File: src/rtl/vsel_pkg.sv
// Package: shared constants and types for the video path source selector.
// Assumes select bit positions are fixed across all sub-blocks.
package vsel_pkg;
    localparam int GRP_SYNC = 0;
    localparam int GRP_PIX  = 1;
    localparam int GRP_CLK  = 2;
    localparam int NUM_GRP  = 3;
    localparam int CSRC_W   = 3;
    localparam logic [CSRC_W-1:0] CSRC_ADAPTER = 3'b010;

    // One timing group bundle: sync lines plus blank.
    typedef struct packed {
        logic hsync;
        logic vsync;
        logic blank_n;
    } tgrp_t;
endpackage

File: src/rtl/vsel_sync.sv
// Module: multi-flop synchronizer for a bus of quasi-static controls.
// Assumes each bit is level-stable for many clk cycles (no bus coherency).
module vsel_sync #(
    parameter int W       = 3,
    parameter int STAGES  = 2,
    parameter logic [W-1:0] RST_VAL = '0
) (
    input  logic         clk,
    input  logic         rst_n,
    input  logic [W-1:0] d,
    output logic [W-1:0] q
);
    logic [W-1:0] chain [STAGES];

    generate
        for (genvar i = 0; i < STAGES; i++) begin : g_stage
            // Purpose: shift the sampled value one flop deeper.
            always_ff @(posedge clk) begin
                if (!rst_n) chain[i] <= RST_VAL;
                else if (i == 0) chain[i] <= d;
                else chain[i] <= chain[(i == 0) ? 0 : i-1];
            end
        end
    endgenerate

    assign q = chain[STAGES-1];
endmodule

File: src/rtl/vsel_legal.sv
// Module: legality check of group selects versus clock-source field,
// with a sticky error bit. Assumes inputs are already synchronized.
module vsel_legal
    import vsel_pkg::*;
(
    input  logic              clk,
    input  logic              rst_n,
    input  logic [NUM_GRP-1:0] grp_adp,   // 1 = adapter owns the group
    input  logic [CSRC_W-1:0] csrc,
    input  logic              err_clr,
    output logic              err
);
    logic clk_from_adp;
    logic csrc_is_adp;
    logic bad_cfg;

    // Purpose: decode the illegal combinations.
    always_comb begin
        clk_from_adp = grp_adp[GRP_CLK];
        csrc_is_adp  = (csrc == CSRC_ADAPTER);
        bad_cfg      = (clk_from_adp && !grp_adp[GRP_PIX])
                     || (clk_from_adp != csrc_is_adp);
    end

    // Purpose: sticky error, set has priority over the clear strobe.
    always_ff @(posedge clk) begin
        if (!rst_n)       err <= 1'b0;
        else if (bad_cfg) err <= 1'b1;
        else if (err_clr) err <= 1'b0;
    end
endmodule

File: src/rtl/vsel_capture.sv
// Module: dot-clock output stage. Detects rising edges of the selected
// dot clock (oversampled by clk) and captures pixel and blank.
// Assumes the dot clock is slower than half the clk rate.
module vsel_capture #(
    parameter int PIX_W = 8
) (
    input  logic             clk,
    input  logic             rst_n,
    input  logic             dclk_sel,
    input  logic [PIX_W-1:0] pix_in,
    input  logic             blank_in_n,
    input  logic             force_blank,
    output logic [PIX_W-1:0] pix_out,
    output logic             blank_out_n
);
    logic             dclk_d;
    logic             dot_rise;
    logic [PIX_W-1:0] pix_q;
    logic             blank_q_n;

    assign dot_rise = dclk_sel && !dclk_d;

    // Purpose: remember the previous dot clock level for edge detection.
    always_ff @(posedge clk) begin
        if (!rst_n) dclk_d <= 1'b0;
        else        dclk_d <= dclk_sel;
    end

    // Purpose: capture pixel (zeroed when blanked) and blank on a dot edge.
    always_ff @(posedge clk) begin
        if (!rst_n) begin
            pix_q     <= '0;
            blank_q_n <= 1'b0;
        end else if (dot_rise) begin
            pix_q     <= blank_in_n ? pix_in : '0;
            blank_q_n <= blank_in_n;
        end
    end

    // Purpose: an error overrides the captured values with blank.
    always_comb begin
        pix_out     = force_blank ? '0 : pix_q;
        blank_out_n = blank_q_n && !force_blank;
    end
endmodule

File: src/rtl/vidsrc_sel.sv
// Module: video path source selector (top). Picks, per group, on-board
// controller or adapter as the source of timing, pixel and dot clock,
// captures into a DAC-facing stage and flags illegal configurations.
// Assumes clk oversamples both dot clocks; selects are quasi-static.
module vidsrc_sel
    import vsel_pkg::*;
#(
    parameter int PIX_W      = 8,
    parameter int SYNC_DEPTH = 2
) (
    input  logic              clk,
    input  logic              rst_n,
    input  logic [2:0]        sel_n,
    input  logic [2:0]        sel_drv,
    input  logic [2:0]        clk_src,
    input  logic              err_clr,
    input  logic              int_hsync,
    input  logic              int_vsync,
    input  logic              int_blank_n,
    input  logic [PIX_W-1:0]  int_pix,
    input  logic              int_dclk,
    input  logic              adp_hsync,
    input  logic              adp_vsync,
    input  logic              adp_blank_n,
    input  logic [PIX_W-1:0]  adp_pix,
    input  logic              adp_dclk,
    output logic              hsync_o,
    output logic              vsync_o,
    output logic              dac_dclk,
    output logic              ctl_extclk,
    output logic              dac_blank_n,
    output logic [PIX_W-1:0]  dac_pix,
    output logic              cfg_err
);
    localparam logic [NUM_GRP-1:0] SEL_IDLE = {NUM_GRP{1'b1}};

    logic [NUM_GRP-1:0] sel_eff_n;
    logic [NUM_GRP-1:0] sel_s_n;
    logic [NUM_GRP-1:0] grp_adp;
    logic [CSRC_W-1:0]  clk_src_s;
    tgrp_t              tg_int, tg_adp, tg_sel;
    logic [PIX_W-1:0]   pix_sel;
    logic               dclk_sel;

    // Purpose: an undriven select reads as pulled high.
    assign sel_eff_n = sel_n | ~sel_drv;

    vsel_sync #(.W(NUM_GRP), .STAGES(SYNC_DEPTH), .RST_VAL(SEL_IDLE)) u_sel_sync (
        .clk(clk), .rst_n(rst_n), .d(sel_eff_n), .q(sel_s_n)
    );

    vsel_sync #(.W(CSRC_W), .STAGES(SYNC_DEPTH), .RST_VAL('0)) u_csrc_sync (
        .clk(clk), .rst_n(rst_n), .d(clk_src), .q(clk_src_s)
    );

    assign grp_adp = ~sel_s_n;

    // Purpose: per-group source multiplexing.
    always_comb begin
        tg_int     = '{hsync: int_hsync, vsync: int_vsync, blank_n: int_blank_n};
        tg_adp     = '{hsync: adp_hsync, vsync: adp_vsync, blank_n: adp_blank_n};
        tg_sel     = grp_adp[GRP_SYNC] ? tg_adp : tg_int;
        pix_sel    = grp_adp[GRP_PIX] ? adp_pix : int_pix;
        dclk_sel   = grp_adp[GRP_CLK] ? adp_dclk : int_dclk;
        ctl_extclk = grp_adp[GRP_CLK] && adp_dclk;
        hsync_o    = tg_sel.hsync;
        vsync_o    = tg_sel.vsync;
        dac_dclk   = dclk_sel;
    end

    vsel_legal u_legal (
        .clk(clk), .rst_n(rst_n), .grp_adp(grp_adp), .csrc(clk_src_s),
        .err_clr(err_clr), .err(cfg_err)
    );

    vsel_capture #(.PIX_W(PIX_W)) u_cap (
        .clk(clk), .rst_n(rst_n), .dclk_sel(dclk_sel), .pix_in(pix_sel),
        .blank_in_n(tg_sel.blank_n), .force_blank(cfg_err),
        .pix_out(dac_pix), .blank_out_n(dac_blank_n)
    );
endmodule

File: config.mk
export PLATFORM = sky130hd
export DESIGN_NAME = vidsrc_sel
export DESIGN_NICKNAME = d
export VERILOG_FILES = /design/src/rtl/vsel_pkg.sv /design/src/rtl/vsel_sync.sv /design/src/rtl/vsel_legal.sv /design/src/rtl/vsel_capture.sv /design/src/rtl/vidsrc_sel.sv
export SDC_FILE = /design/constraint.sdc
export NUM_CORES = 1
export LEC_CHECK = 0
export CORE_AREA = 2 2 64 42
export DETAILED_ROUTE_END_ITERATION = 12
export DIE_AREA = 0 0 66 44
export DONT_BUFFER_PORTS = 1
export PLACE_DENSITY_LB_ADDON = 0.3
export SETUP_SLACK_MARGIN = 0.2
export SKIP_LAST_GASP = 1
export SYNTH_ARGS = -nofsm -noshare
export SYNTH_HDL_FRONTEND = slang
export SYNTH_HIERARCHICAL = 1
export SYNTH_SLANG_ARGS = --single-unit
File: constraint.sdc
create_clock -name clk -period 2.5 [get_ports clk]
set_clock_uncertainty 0.1 [all_clocks]
set_input_delay 0.25 -clock clk [delete_from_list [all_inputs] [get_ports clk]]
set_output_delay 0.25 -clock clk [all_outputs]
set_load 0.02 [all_outputs]
==> flow_summary.toml, run 1 <==
[logic_synthesis]
synth_warnings = 6
syn_area_per_cell_um2 = 10.67
synth_area_um2 = 1077
synth_fp_nets = 137
netlist_instances = 101

[global_route]
grtUsageTotal = 0.1391
met3_usage = 0.04675
grt_max_degree = 16
globalRouteOverflowTotal = 0
met2_usage = 0.2242
antenna_found_initial = 0
grt_pass1_vias = 600
grt_pass1_wl_um = 2898
use_met1 = 0.1763
top_usage_layer = "met2"

[clock_tree]
cts_setup_buffers = 0
cts_tree = "yes"
cts.sinks = 23
clock_latency_ps = 260
cts_root_buf = "clkbuf_8"
cts_resized = 0
htreeDepth = 1
cts_buffers = 3
path_clk_slew_ps = 80
clock_path_buffers = 2

[sta]
rsz0062_at_grt = "no"
holdWs_ps = 15.18
slew_headroom = 0.6188
fin_crit_sh = 0.6218
period_needed_ps = 1555
slew_viol_final = 0
setup_violations = 0
fin_setup_tns_ps = 0
final-hold-violation-count = 0
tightest_slew_ps = 571.0
max_freq_mhz = 643.3

[routing]
via_per_inst = 5.059
drt_iter0_drc = 34
wl_um = 1924
ant_nets = 0
dr.pass1.iters = 4
vias = 688
drc_errors = 0
wire_per_inst_um = 14.15

[pwr]
switchingPower_w = 0.0001667
power.internal_w = 0.0005352
comb_power_share = 0.117
power_density_nw_per_um2 = 609.1
leakagePower_nw = 0.4700
ir_drop_mv = 0.3035
pwr-share-clk = 0.321
finalPower_w = 0.0007019
switching_share = 0.2374
power_frac_seq = 0.561

[finish]
areaGrowthSynthToFinish_pct = 6.969
final_cells = 136
nets = 141
drive_above_1_share = 0.2692
final_util = 0.4909
antenna-diode-count = 0

[setup_path]
cp_cell_sequence = "nor2b_1"
critPathMaxFanout = 11
path_class = "reg2out"
path_depth = 1
cpMaxStageDelayCell = "dfxtp_1"
start_kind = "register"
reg2regPathDepth = 4
cp.buffers_inverters = 0
crit_family = "flip-flops"
crit_arrival_ps = 1200
endpoint_kind = "output pin"
slowest_delay_ps = 500
cp.required_ps = 2150

[hold_path]
holdCritPathClass = "in2reg"
whs_path_depth = 1

[status]
outcome = "complete, no violations"

[job]
maxCapViolations = 0

[placed_design]
gp_congestion = 0.5791
placed_cells = 129
port_buffers = 0

[floorplanning]
fp.dieW_um = 66
num_io_pins = 50
start_util = 0.4590
coreArea_um2 = 2347
die_area_um2 = 2904
fp-row-count = 14
die_h_um = 44
-- per-layer routing --
layer	wire, µm	vias up
li1	-	335
met3	160	4
met5	0	-
met1	845	316
met2	896	33
met4	22	0
-- sequential cells by signal, indices dropped and copies added (netlist names) --
signal / flops
u_sel_sync/chain: 6
u_cap/blank_q_n: 1
u_cap/dclk_d: 1
u_cap/pix_q: 8
u_legal/err: 1
u_csrc_sync/chain: 6
-- power by group through the flow --
stage | Sequential, W | Combinational, W | Clock [W]
floorplan | 0.000398 | 0.0000783 | 0
global placement | 0.000402 | 0.0000758 | 0
detailed placement | 0.000403 | 0.0000777 | 0
CTS | 0.000394 | 0.0000810 | 0.000234
global route | 0.000397 | 0.0000901 | 0.000256
finish | 0.000394 | 0.0000822 | 0.000226
-- path summary, 6_finish.rpt --
check	start	end	slack [ps]
max	u_legal/err$_SDFFE_PN0P_	dac_pix[2]	950
min	clk_src[2]	u_csrc_sync/chain[0][2]$_SDFF_PN0_	20
max reg2reg	u_sel_sync/chain[1][2]$_SDFF_PN1_	u_cap/pix_q[5]$_SDFFE_PN0P_	990
min reg2reg	u_sel_sync/chain[0][0]$_SDFF_PN1_	u_sel_sync/chain[1][0]$_SDFF_PN1_	310
-- per-stage QoR --
step | instance area, µm² | setup WS [ps]
floorplan | 1077 | 1145
global placement | 1076 | 1071
detailed placement | 1076 | 989.7
CTS | 1132 | 925.7
global route | 1152 | 836.7
finish | 1152 | 945.5
-- placed cells by master, fill, tap and decap left out --
master	count
dlygate4sd3_1	3
and2_1	6
nand2_1	11
a21boi_2	9
clkinv_2	1
a21boi_1	1
clkbuf_8	3
dfxtp_1	23
inv_1	2
nor2b_4	1
mux2_2	4
and2_2	1
mux2_4	8
nand3_1	8
nand2b_1	11
nor3b_2	1
nor2b_1	10
mux2i_1	1
-- area by class of cell --
type | instances | area [µm²]
Fill cell | 243 | 1195
Multi-Input combinational cell | 72 | 568.0
Sequential cell | 23 | 460.4
Clock buffer | 3 | 41.29
Tap cell | 32 | 40.04
Timing Repair Buffer | 3 | 30.03
Inverter | 2 | 7.507
Clock inverter | 1 | 5.005
-- worst reg2reg max path, delay by kind of cell (launching register included) --
family	cells	cell delay, ps
multiplexers	1	440
flip-flops	1	370
AO/OA/AOI/OAI	1	130
AND/OR/NAND/NOR	2	410
-- timing repair --
action                                  in CTS  in global routing
hold buffers                                 1                  2
hold endpoints to repair                     9                  2
endpoints found under the setup margin       0                  0
Note: power is estimated with default switching activity, not from simulation.
==> run 2, diff against run 1 <==
--- a/config.mk
+++ b/config.mk
@@ -5,6 +5,7 @@
 export SDC_FILE = /design/constraint.sdc
 export NUM_CORES = 1
 export LEC_CHECK = 0
+export ABC_AREA = 1
 export CORE_AREA = 2 2 64 42
 export DETAILED_ROUTE_END_ITERATION = 12
 export DIE_AREA = 0 0 66 44
==> constraint.sdc (replaced) <==
create_clock -name clk -period 1.43 [get_ports clk]
set_clock_uncertainty 0.1 [all_clocks]
set_input_delay 0.143 -clock clk [delete_from_list [all_inputs] [get_ports clk]]
set_output_delay 0.143 -clock clk [all_outputs]
set_load 0.02 [all_outputs]
==> flow_summary.toml, run 2 <==
[setup_path]
path_class = "reg2out"
r2r_setup_slack_ps = 280
cpMaxStageDelayCell = "dfxtp_4"
slowest_delay_ps = 400
critPathMaxFanout = 11
crit_arrival_ps = 990
crit_family = "flip-flops"
cp_cell_sequence = "nor2_1"
cp.buffers_inverters = 0
reg2regPathDepth = 7
endpoint_kind = "output pin"
worstReg2RegStart = "u_sel_sync/chain[1][2]$_SDFF_PN1_"
r2r-end = "u_cap/pix_q[2]$_SDFFE_PN0P_"
start_kind = "register"
cp.required_ps = 1190

[finish]
antenna-diode-count = 0
nFillCells = 245
areaGrowthSynthToFinish_pct = 17.98
nets = 228
layout_commonest_cell = "nand2_1"
largest-register = "u_cap/pix_q"
drive_above_1_share = 0.1257
largest_reg_flops = 8
final_cell_mix = "nand2_1, inv_1, dfxtp_1"
final_cells = 223
top_regs = "u_cap/pix_q (8), u_csrc_sync/chain (6), u_sel_sync/chain (6)"

[clock_tree]
cts_buffers = 3
clock_latency_ps = 260
cts_tree = "yes"
cts_root_buf = "clkbuf_8"
cts_setup_buffers = 0
cts.sinks = 23
clock_path_buffers = 2
htreeDepth = 1
path_clk_slew_ps = 70

[pwr]
power_density_nw_per_um2 = 995.7
ir_drop_mv = 0.7347
leakagePower_nw = 0.7937

[logic_synthesis]
synth_area_leaders = "dfxtp_1, nand2_1, inv_1"
ys_top_cells_by_count = "nand2_1, inv_1, dfxtp_1"
synthArstFlopShare = 0
synth_edf_count = 0
yosysUniqueCellTypes = 18
synth_fp_nets = 217
ys_ff_latch = 23
synth_largest_area_cell = "dfxtp_1"
ys_seq_area_frac = 0.4135
yosysMostFrequentCell = "nand2_1"
yosysTopAreaCellShare = 0.4135
netlist_instances = 181
synth_warnings = 6
syn_area_per_cell_um2 = 6.152
synth_area_um2 = 1114
synth_ff_type = "dfxtp_1"

[routing]
via_per_inst = 4.395
ant_nets = 0
wl_um = 2277
wire_per_inst_um = 10.21
drt_iter0_drc = 37
vias = 980
dr.pass1.iters = 4
drc_errors = 0

[job]
maxCapViolations = 0

[sta]
max_freq_mhz = 814.2
final-hold-violation-count = 0
rsz0062_at_grt = "yes"
slew_viol_final = 0
fin_setup_tns_ps = 0
period_needed_ps = 1228
fin_crit_sh = 0.8589
setup_violations = 0
tightest_slew_ps = 646.5
slew_headroom = 0.5690

[placed_design]
placed_cells = 209
dp_hpwl_um = 1581
port_buffers = 0
gp_congestion = 0.7588

[floorplanning]
num_io_pins = 50
fp-row-count = 14
die_h_um = 44
fp.dieW_um = 66
start_util = 0.4744
die_area_um2 = 2904
coreArea_um2 = 2347

[global_route]
grt_pass1_wl_um = 3443
grtUsageTotal = 0.1575
grt_max_degree = 19
grt_pass1_vias = 840
antenna_found_initial = 0
globalRouteOverflowTotal = 0

[hold_path]
hold_start = "err_clr"
holdCritPathClass = "in2reg"
hold_end = "u_legal/err$_SDFFE_PN0P_"
whs_path_depth = 5

[status]
outcome = "complete, no violations"
==> run 2: area by class of cell <==
cell class / count / area, µm² / share of cell area
Clock buffer: 4 / 45.04 / 0.03429
Inverter: 42 / 165.2 / 0.1257
Multi-Input combinational cell: 112 / 498.0 / 0.3790
Sequential cell: 23 / 465.4 / 0.3543
Tap cell: 32 / 40.04 / 0.03048
Timing Repair Buffer: 10 / 100.1 / 0.07619
==> run 2: cell families after synthesis <==
group | count (synthesis) | synth area share
compound gates | 2 | 0.01236
buf+inv | 47 | 0.1831
flops | 23 | 0.4135
simple gates | 109 | 0.3910
==> run 2: how the worst max path moves through the flow <==
stage / from / endpoint / slack (ps) / depth (start not counted)
4_1_cts: u_legal/err$_SDFFE_PN0P_ / dac_pix[2] / 170 / 1
2_1_floorplan: u_sel_sync/chain[1][2]$_SDFF_PN1_ / u_cap/pix_q[6]$_SDFFE_PN0P_ / 260 / 8
6_report: u_legal/err$_SDFFE_PN0P_ / dac_pix[2] / 200 / 1
5_1_grt: u_legal/err$_SDFFE_PN0P_ / dac_pix[1] / 150 / 1
3_3_place_gp: u_sel_sync/chain[1][2]$_SDFF_PN1_ / u_cap/pix_q[0]$_SDFFE_PN0P_ / 230 / 7
3_5_place_dp: u_sel_sync/chain[1][2]$_SDFF_PN1_ / u_cap/pix_q[7]$_SDFFE_PN0P_ / 200 / 7
==> run 2: power by group <==
group	internal (W)	switching [W]	leakage [nW]
clock	0.000198	0.000188	0.0228
combinational	0.0000761	0.000151	0.581
sequential	0.000677	0.0000184	0.190
total	0.000951	0.000357	0.794
==> run 2: tightest hold or removal path, stage by stage <==
cell and delay [ps]:
inv_1 20, nand2_1 50, nand3_1 70, nand2_1 50
inv_1 30
==> run 2: stage by stage <==
stage	utilization	power (W)	hold slack [ps]	cell area [µm²]	worst slack [ps]
6_report	0.5597	0.001308	33.94	1314	201.8
3_3_place_gp	0.4792	0.0008908	115.1	1125	228.1
4_1_cts	0.5442	0.001311	32.95	1277	173.0
5_1_grt	0.5597	0.001378	79.49	1314	151.1
3_5_place_dp	0.4792	0.0008964	118.5	1125	200.3
2_1_floorplan	-	0.0008823	111.7	1116	259.7
==> run 2: what timing repair did <==
action	4_1_cts	5_1_grt
hold buffers	9	0
endpoints found under the hold margin	23	0
pin swaps	0	2
resized for setup	5	7
setup endpoints to repair	15	26
gates cloned	0	1
==> run 2: layer usage <==
layer	track usage	vias up	share of wire
met4	0.04898	0	0.0083
met3	0.05714	2	0.090
met2	0.2747	34	0.48
li1	-	527	-
met5	0	-	0
met1	0.1833	417	0.43
